<file path="src/rtl/stk_pkg.sv">
// Package: shared opcode type for the stack arithmetic core.
// Assumes a 2-bit opcode field; the encoding is architectural.
package stk_pkg;
    typedef enum logic [1:0] {
        OP_PUSH = 2'b00,
        OP_ADD  = 2'b01,
        OP_MUL  = 2'b10,
        OP_SUB  = 2'b11
    } stk_op_e;
endpackage

</file>
<file path="src/rtl/stk_ctrl.sv">
// Module: stk_ctrl
// Holds the occupancy pointer and decides legality and slot addresses.
// Assumes DEPTH >= 2; the pointer counts occupied entries (0..DEPTH).
module stk_ctrl #(
    parameter int DEPTH = 8,
    localparam int PTR_W = $clog2(DEPTH + 1),
    localparam int IDX_W = $clog2(DEPTH)
) (
    input  logic             clk,
    input  logic             rst_n,
    input  logic             instr_valid,
    input  stk_pkg::stk_op_e op,
    output logic             fault,
    output logic             wr_en,
    output logic [IDX_W-1:0] wr_idx,
    output logic [IDX_W-1:0] top_idx,
    output logic [IDX_W-1:0] nxt_idx,
    output logic [PTR_W-1:0] sp_q
);
    import stk_pkg::*;

    logic is_push;
    logic push_ok;
    logic bin_ok;

    // Classify the instruction and detect overflow / underflow.
    always_comb begin
        is_push = (op == OP_PUSH);
        push_ok = instr_valid && is_push && (sp_q != PTR_W'(DEPTH));
        bin_ok  = instr_valid && !is_push && (sp_q >= PTR_W'(2));
        fault   = instr_valid && !push_ok && !bin_ok;
        wr_en   = push_ok || bin_ok;
    end

    // Derive read slots (top and second) and the single write slot.
    always_comb begin
        top_idx = IDX_W'(sp_q - PTR_W'(1));
        nxt_idx = IDX_W'(sp_q - PTR_W'(2));
        wr_idx  = is_push ? IDX_W'(sp_q) : nxt_idx;
    end

    // Advance the occupancy pointer on legal instructions only.
    always_ff @(posedge clk) begin
        if (!rst_n)
            sp_q <= '0;
        else if (push_ok)
            sp_q <= sp_q + PTR_W'(1);
        else if (bin_ok)
            sp_q <= sp_q - PTR_W'(1);
    end
endmodule

</file>
<file path="src/rtl/stk_regfile.sv">
// Module: stk_regfile
// Stack storage with one write port and two read ports.
// Each entry has its own decoded enable, so a write touches one slot only.
// Assumes storage needs no reset: unoccupied entries are never read legally.
module stk_regfile #(
    parameter int DEPTH  = 8,
    parameter int DATA_W = 16,
    localparam int IDX_W = $clog2(DEPTH)
) (
    input  logic              clk,
    input  logic              wr_en,
    input  logic [IDX_W-1:0]  wr_idx,
    input  logic [DATA_W-1:0] wr_data,
    input  logic [IDX_W-1:0]  rd_a_idx,
    input  logic [IDX_W-1:0]  rd_b_idx,
    output logic [DATA_W-1:0] rd_a,
    output logic [DATA_W-1:0] rd_b
);
    logic [DATA_W-1:0] mem [DEPTH];

    for (genvar g = 0; g < DEPTH; g++) begin : g_slot
        logic slot_we;
        // Decode this entry's write enable from the shared index.
        assign slot_we = wr_en && (wr_idx == IDX_W'(g));
        // Capture new data into this entry only when addressed.
        always_ff @(posedge clk) begin
            if (slot_we)
                mem[g] <= wr_data;
        end
    end

    // Read the top and second operands.
    always_comb begin
        rd_a = mem[rd_a_idx];
        rd_b = mem[rd_b_idx];
    end
endmodule

</file>
<file path="src/rtl/stk_alu.sv">
// Module: stk_alu
// Combinational datapath producing the value an instruction yields.
// All arithmetic wraps modulo 2^DATA_W; the product keeps its low bits.
module stk_alu #(
    parameter int DATA_W = 16
) (
    input  stk_pkg::stk_op_e  op,
    input  logic [DATA_W-1:0] imm,
    input  logic [DATA_W-1:0] top,
    input  logic [DATA_W-1:0] nxt,
    output logic [DATA_W-1:0] res
);
    import stk_pkg::*;

    // Select the push value or the operator result.
    always_comb begin
        unique case (op)
            OP_PUSH: res = imm;
            OP_ADD:  res = nxt + top;
            OP_MUL:  res = nxt * top;
            OP_SUB:  res = nxt - top;
            default: res = '0;
        endcase
    end
endmodule

</file>
<file path="src/rtl/stack_alu_core.sv">
// Module: stack_alu_core (top)
// Stack processor: one push/add/mul/sub instruction per cycle. The result
// is forwarded combinationally in the same cycle and committed at the edge.
// Assumes a synchronous active-low reset and instructions held stable for
// the whole cycle.
module stack_alu_core #(
    parameter int DEPTH  = 8,
    parameter int DATA_W = 16,
    localparam int PTR_W = $clog2(DEPTH + 1),
    localparam int IDX_W = $clog2(DEPTH)
) (
    input  logic              clk,
    input  logic              rst_n,
    input  logic              instr_valid,
    input  logic [1:0]        opcode,
    input  logic [DATA_W-1:0] imm,
    output logic [DATA_W-1:0] result,
    output logic              error
);
    import stk_pkg::*;

    stk_op_e           op;
    logic              fault;
    logic              wr_en;
    logic [IDX_W-1:0]  wr_idx;
    logic [IDX_W-1:0]  top_idx;
    logic [IDX_W-1:0]  nxt_idx;
    logic [PTR_W-1:0]  sp_q;
    logic [DATA_W-1:0] top_val;
    logic [DATA_W-1:0] nxt_val;
    logic [DATA_W-1:0] alu_res;

    assign op = stk_op_e'(opcode);

    stk_ctrl #(.DEPTH(DEPTH)) u_ctrl (
        .clk         (clk),
        .rst_n       (rst_n),
        .instr_valid (instr_valid),
        .op          (op),
        .fault       (fault),
        .wr_en       (wr_en),
        .wr_idx      (wr_idx),
        .top_idx     (top_idx),
        .nxt_idx     (nxt_idx),
        .sp_q        (sp_q)
    );

    stk_regfile #(.DEPTH(DEPTH), .DATA_W(DATA_W)) u_rf (
        .clk      (clk),
        .wr_en    (wr_en),
        .wr_idx   (wr_idx),
        .wr_data  (alu_res),
        .rd_a_idx (top_idx),
        .rd_b_idx (nxt_idx),
        .rd_a     (top_val),
        .rd_b     (nxt_val)
    );

    stk_alu #(.DATA_W(DATA_W)) u_alu (
        .op  (op),
        .imm (imm),
        .top (top_val),
        .nxt (nxt_val),
        .res (alu_res)
    );

    // Forward the result only for legal, valid instructions.
    always_comb begin
        result = (instr_valid && !fault) ? alu_res : '0;
        error  = fault;
    end
endmodule

</file>
<file path="config.mk">
export PLATFORM = sky130hd
export DESIGN_NAME = stack_alu_core
export DESIGN_NICKNAME = d
export VERILOG_FILES = /design/src/rtl/stk_pkg.sv /design/src/rtl/stk_ctrl.sv /design/src/rtl/stk_regfile.sv /design/src/rtl/stk_alu.sv /design/src/rtl/stack_alu_core.sv
export SDC_FILE = /design/constraint.sdc
export NUM_CORES = 1
export LEC_CHECK = 0
export CORE_MARGIN = 2
export CORE_UTILIZATION = 35
export DETAILED_ROUTE_END_ITERATION = 6
export PLACE_DENSITY = 0.59
export SYNTH_ARGS = -nofsm -noshare
export SYNTH_HDL_FRONTEND = slang
export SYNTH_SLANG_ARGS = --single-unit
</file>
<file path="constraint.sdc">
create_clock -name clk -period 18 [get_ports clk]
set_input_delay 5.4 -clock clk [delete_from_list [all_inputs] [get_ports clk]]
set_output_delay 5.4 -clock clk [all_outputs]
set_load 0.01 [all_outputs]
</file>
==> metrics.md <==
| Metric | Value |
|---|---|
| Outcome | `finished, final reports clean` |
| Clk sink count | `132` |
| Overall Global Routing Usage | `17.9%` |
| Clock Skew | `0.00821 ns` |
| Violation count after the first detailed-route iteration | `582` |
| Final Hold Fails | `0` |
| Fraction of the mapped netlist area in adder cells | `21.7%` |
| HP Class | `reg -> reg` |
| Global-route wire length before repair | `47,600 um` |
| Slowest stage cell on the critical path | `sky130_fd_sc_hd__clkdlybuf4s50_1` |
| Count of hold-fix buffers inserted at cts | `0` |
| Initial DRT Pass Iterations | `5` |
| Pin count of the biggest net entering global routing | `54` |
| Number of global-route vias before repair | `8,021` |
| Critical path start-end classification | `in -> out` |
| Number of pins exceeding their max-slew limit in the final report | `0` |
| Top cells by instance count after synthesis | `sky130_fd_sc_hd__inv_1, sky130_fd_sc_hd__edfxtp_1, sky130_fd_sc_hd__nor2_1` |
| Portion of netlist area occupied by mux cells | `17.2%` |
| Drt via density | `5.21` |
| Upper clock frequency limit | `61.9 MHz` |
| Crit path launch type | `input port` |
| Crit path DAT | `10.76 ns` |
| Sequential cell area | `3930 sq um` |
| Starting Density | `35.7%` |
| Final period util | `89.8%` |
| Post-synthesis net count | `1,162` |
| Buffers inserted by post-CTS timing repair | `0` |
| Count of state elements after synthesis | `132` |
| Parity-gate share of the synthesized area counting xor and xnor cells | `5.29%` |
| CTS Buf Count | `17` |
| Post-CTS sizing | `0` |
| Unrepaired setup endpoints after global routing | `no` |
| CTS Root Cell | `sky130_fd_sc_hd__clkbuf_16` |
| Synthesized instance count | `988` |
| Via count | `7,746` |
| Layout-stage area growth over the synthesis result | `12.6%` |
| Synthesized cell area | `11,600 sq um` |
| I/O Buffers | `37` |
| Post-DR wirelength/cell | `20.3 um` |
| Total global routing overflow | `0` |
| Count of nets left with antenna violations after detail routing | `0` |
| Launching point of the worst reg2reg path | `u_ctrl.sp_q[0]$_SDFFE_PN0P_` |
| Bufs on Longest Clock Path | `2` |
| Crit-path max cell delay | `0.96 ns` |
| Placer congestion estimate | `0.899` |
| Area taken by multi-input logic gates | `6920 sq um` |
| Largest family of logic cells by synthesized area | `adder cells` |
| Clk Latency, worst-skew pair | `0.42 ns` |
| Endpoint required time on the critical path | `12.60 ns` |
| Chain of cells forming the critical path | `clkdlybuf4s50_1 > nand2_1 > nand2_1 > a21boi_0 > inv_1 > fa_1 > nor2b_1 > o21ai_0 > a21boi_0 > o21ai_0 > a21boi_0 > o21ai_0 > a31oi_1 > nor2b_1 > o21bai_1 > xnor2_1 > a2111oi_0 > clkdlybuf4s50_1` |
| Antenna violations before repair | `0` |
| Main flop type after synthesis | `sky130_fd_sc_hd__edfxtp_1` |
| Post-synthesis compound-gate area fraction | `6.29%` |
| Final wirelength | `30,300 um` |
| Die height | `186 um` |
| Most frequently used cell type in the post-synthesis netlist | `sky130_fd_sc_hd__inv_1` |
| Die ar. | `34,700 sq um` |
| Layout cells sized above 1 | `14.7%` |
| I/O pin count | `38` |
| Headroom to the max-slew limit | `29.1%` |
| Count of H-tree levels built during CTS | `4` |
| Placeable Area | `32,600 sq um` |
| Fill cells | `3,110` |
| Clock transition at the registers of the reported paths | `0.06 ns` |
| Category of the worst setup path capture point | `output pin` |
| Post-DP Area | `12,500 sq um` |
| Total of max-cap violations | `0` |
| Time the worst path needs with I/O delays and setup | `16.16 ns` |
| Largest fanout on the critical path | `19` |
| Start point of the worst min-delay path | `u_ctrl.sp_q[3]$_SDFFE_PN0P_` |
| Final HPWL DP | `22,500 um` |
| Setup-violating endpoint count in the final report | `0` |
| Startpoint of the most critical setup path | `opcode[1]` |
| Avg Synthesized Cell Area | `11.8 sq um` |
| Die Wd | `186 um` |
| Post-route cell area | `13,100 sq um` |
| Yosys top cell area share | `33.0%` |
| TritonCTS clock tree | `built` |
| Setup TNS | `0 ns` |
| Fraction of the mapped netlist area in simple logic gates | `8.93%` |
| Most area-consuming cells after synthesis | `sky130_fd_sc_hd__edfxtp_1, sky130_fd_sc_hd__fa_1, sky130_fd_sc_hd__mux4_2` |
| Library cell occupying the most area in the post-synthesis netlist | `sky130_fd_sc_hd__edfxtp_1` |
| Syn. warnings | `0` |
| Number of enable-type register cells in the synthesized netlist | `128` |
| Number of placement rows | `66` |
| Post-synthesis sequential area ratio | `33.7%` |
| Final layout net count | `1,207` |
| Async SR Flop Fraction | `0%` |
| Distinct cell type count of the synthesized netlist | `60` |
| Antenna diode count | `0` |
| Slew of the pin with the lowest slew margin | `1.06 ns` |
| DR DRC count | `0` |
layout make-up:
class / instances / share of cell area [%]
clock buffer: 17 / 3.25
tap: 442 / 4.22
multi-input combinational: 675 / 52.8
clock inverter: 14 / 1.35
sequential: 132 / 30.0
timing repair buffer: 63 / 4.32
inverter: 144 / 4.12
logic make-up after synthesis:
logic type	count (synthesis)
simple gates	237
buf+inv	181
fa+ha+maj	153
flops	132
compound gates	115
mux	106
xor+xnor	64
through the flow:
stage | util [%] | cells | setup slack [ns] | hold slack [ns]
floorplan | - | 988 | 3.91 | 0.568
global placement | 38.3 | 1456 | 2.03 | 0.613
detailed placement | 38.3 | 1456 | 2.02 | 0.608
CTS | 40.2 | 1487 | 1.96 | 0.631
global route | 40.2 | 1487 | 1.51 | 0.698
finish | 40.2 | 1487 | 1.84 | 0.641
cell usage in the layout (no fill, tap or decap), types with 4 or more instances in the layout:
master and instances:
sky130_fd_sc_hd__buf_4 26, sky130_fd_sc_hd__a21boi_0 9, sky130_fd_sc_hd__clkdlybuf4s50_1 37, sky130_fd_sc_hd__nand2b_1 10
sky130_fd_sc_hd__mux4_1 9, sky130_fd_sc_hd__fa_1 81, sky130_fd_sc_hd__xor2_1 14, sky130_fd_sc_hd__edfxtp_1 128
sky130_fd_sc_hd__a21oi_1 27, sky130_fd_sc_hd__nand2_1 72, sky130_fd_sc_hd__clkinv_4 4, sky130_fd_sc_hd__a31oi_1 7
sky130_fd_sc_hd__mux2_4 4, sky130_fd_sc_hd__inv_2 4, sky130_fd_sc_hd__mux2_2 7, sky130_fd_sc_hd__ha_1 71
sky130_fd_sc_hd__o21ai_0 27, sky130_fd_sc_hd__xnor2_1 45, sky130_fd_sc_hd__mux4_2 55, sky130_fd_sc_hd__mux2i_4 4
sky130_fd_sc_hd__inv_1 140, sky130_fd_sc_hd__clkbuf_16 17, sky130_fd_sc_hd__mux2i_1 21, sky130_fd_sc_hd__nor3_1 9
sky130_fd_sc_hd__a211oi_1 10, sky130_fd_sc_hd__nor2_1 104, sky130_fd_sc_hd__and2_1 7, sky130_fd_sc_hd__or2_2 4
sky130_fd_sc_hd__o21a_1 13, sky130_fd_sc_hd__nor2b_1 20, sky130_fd_sc_hd__mux2i_2 6
routing by layer:
metal / track usage (%) / up-vias / share of wire [%]
li1: - / 3528 / -
met3: 2.84 / 38 / 5.8
met1: 25.3 / 3969 / 46
met4: 4.28 / 0 / 1.6
met2: 29.1 / 211 / 47
met5: 0 / - / 0
registers in the layout, indices dropped and copies added, names as in the netlist:
register and count:
u_ctrl.sp_q 4, u_rf.mem 128
worst paths after layout:
kind	endpoint	slack, ns	depth (start not counted)
max	result[14]	1.84	18
min	u_ctrl.sp_q[3]$_SDFFE_PN0P_	0.64	2
max reg2reg	u_rf.mem[6][14]$_DFFE_PP_	9.01	22
min reg2reg	u_ctrl.sp_q[3]$_SDFFE_PN0P_	0.64	2
worst max-delay path, delay by kind of cell:
kind | cells | cell delay [ns]
compound gates | 9 | 2.32
buf+inv | 3 | 1.73
simple gates | 4 | 0.75
fa+ha+maj | 1 | 0.44
xor+xnor | 1 | 0.11
Power is left out: the tool's default activity adds up to more than one toggle a clock period on the data nets, which glitch-free logic cannot reach.
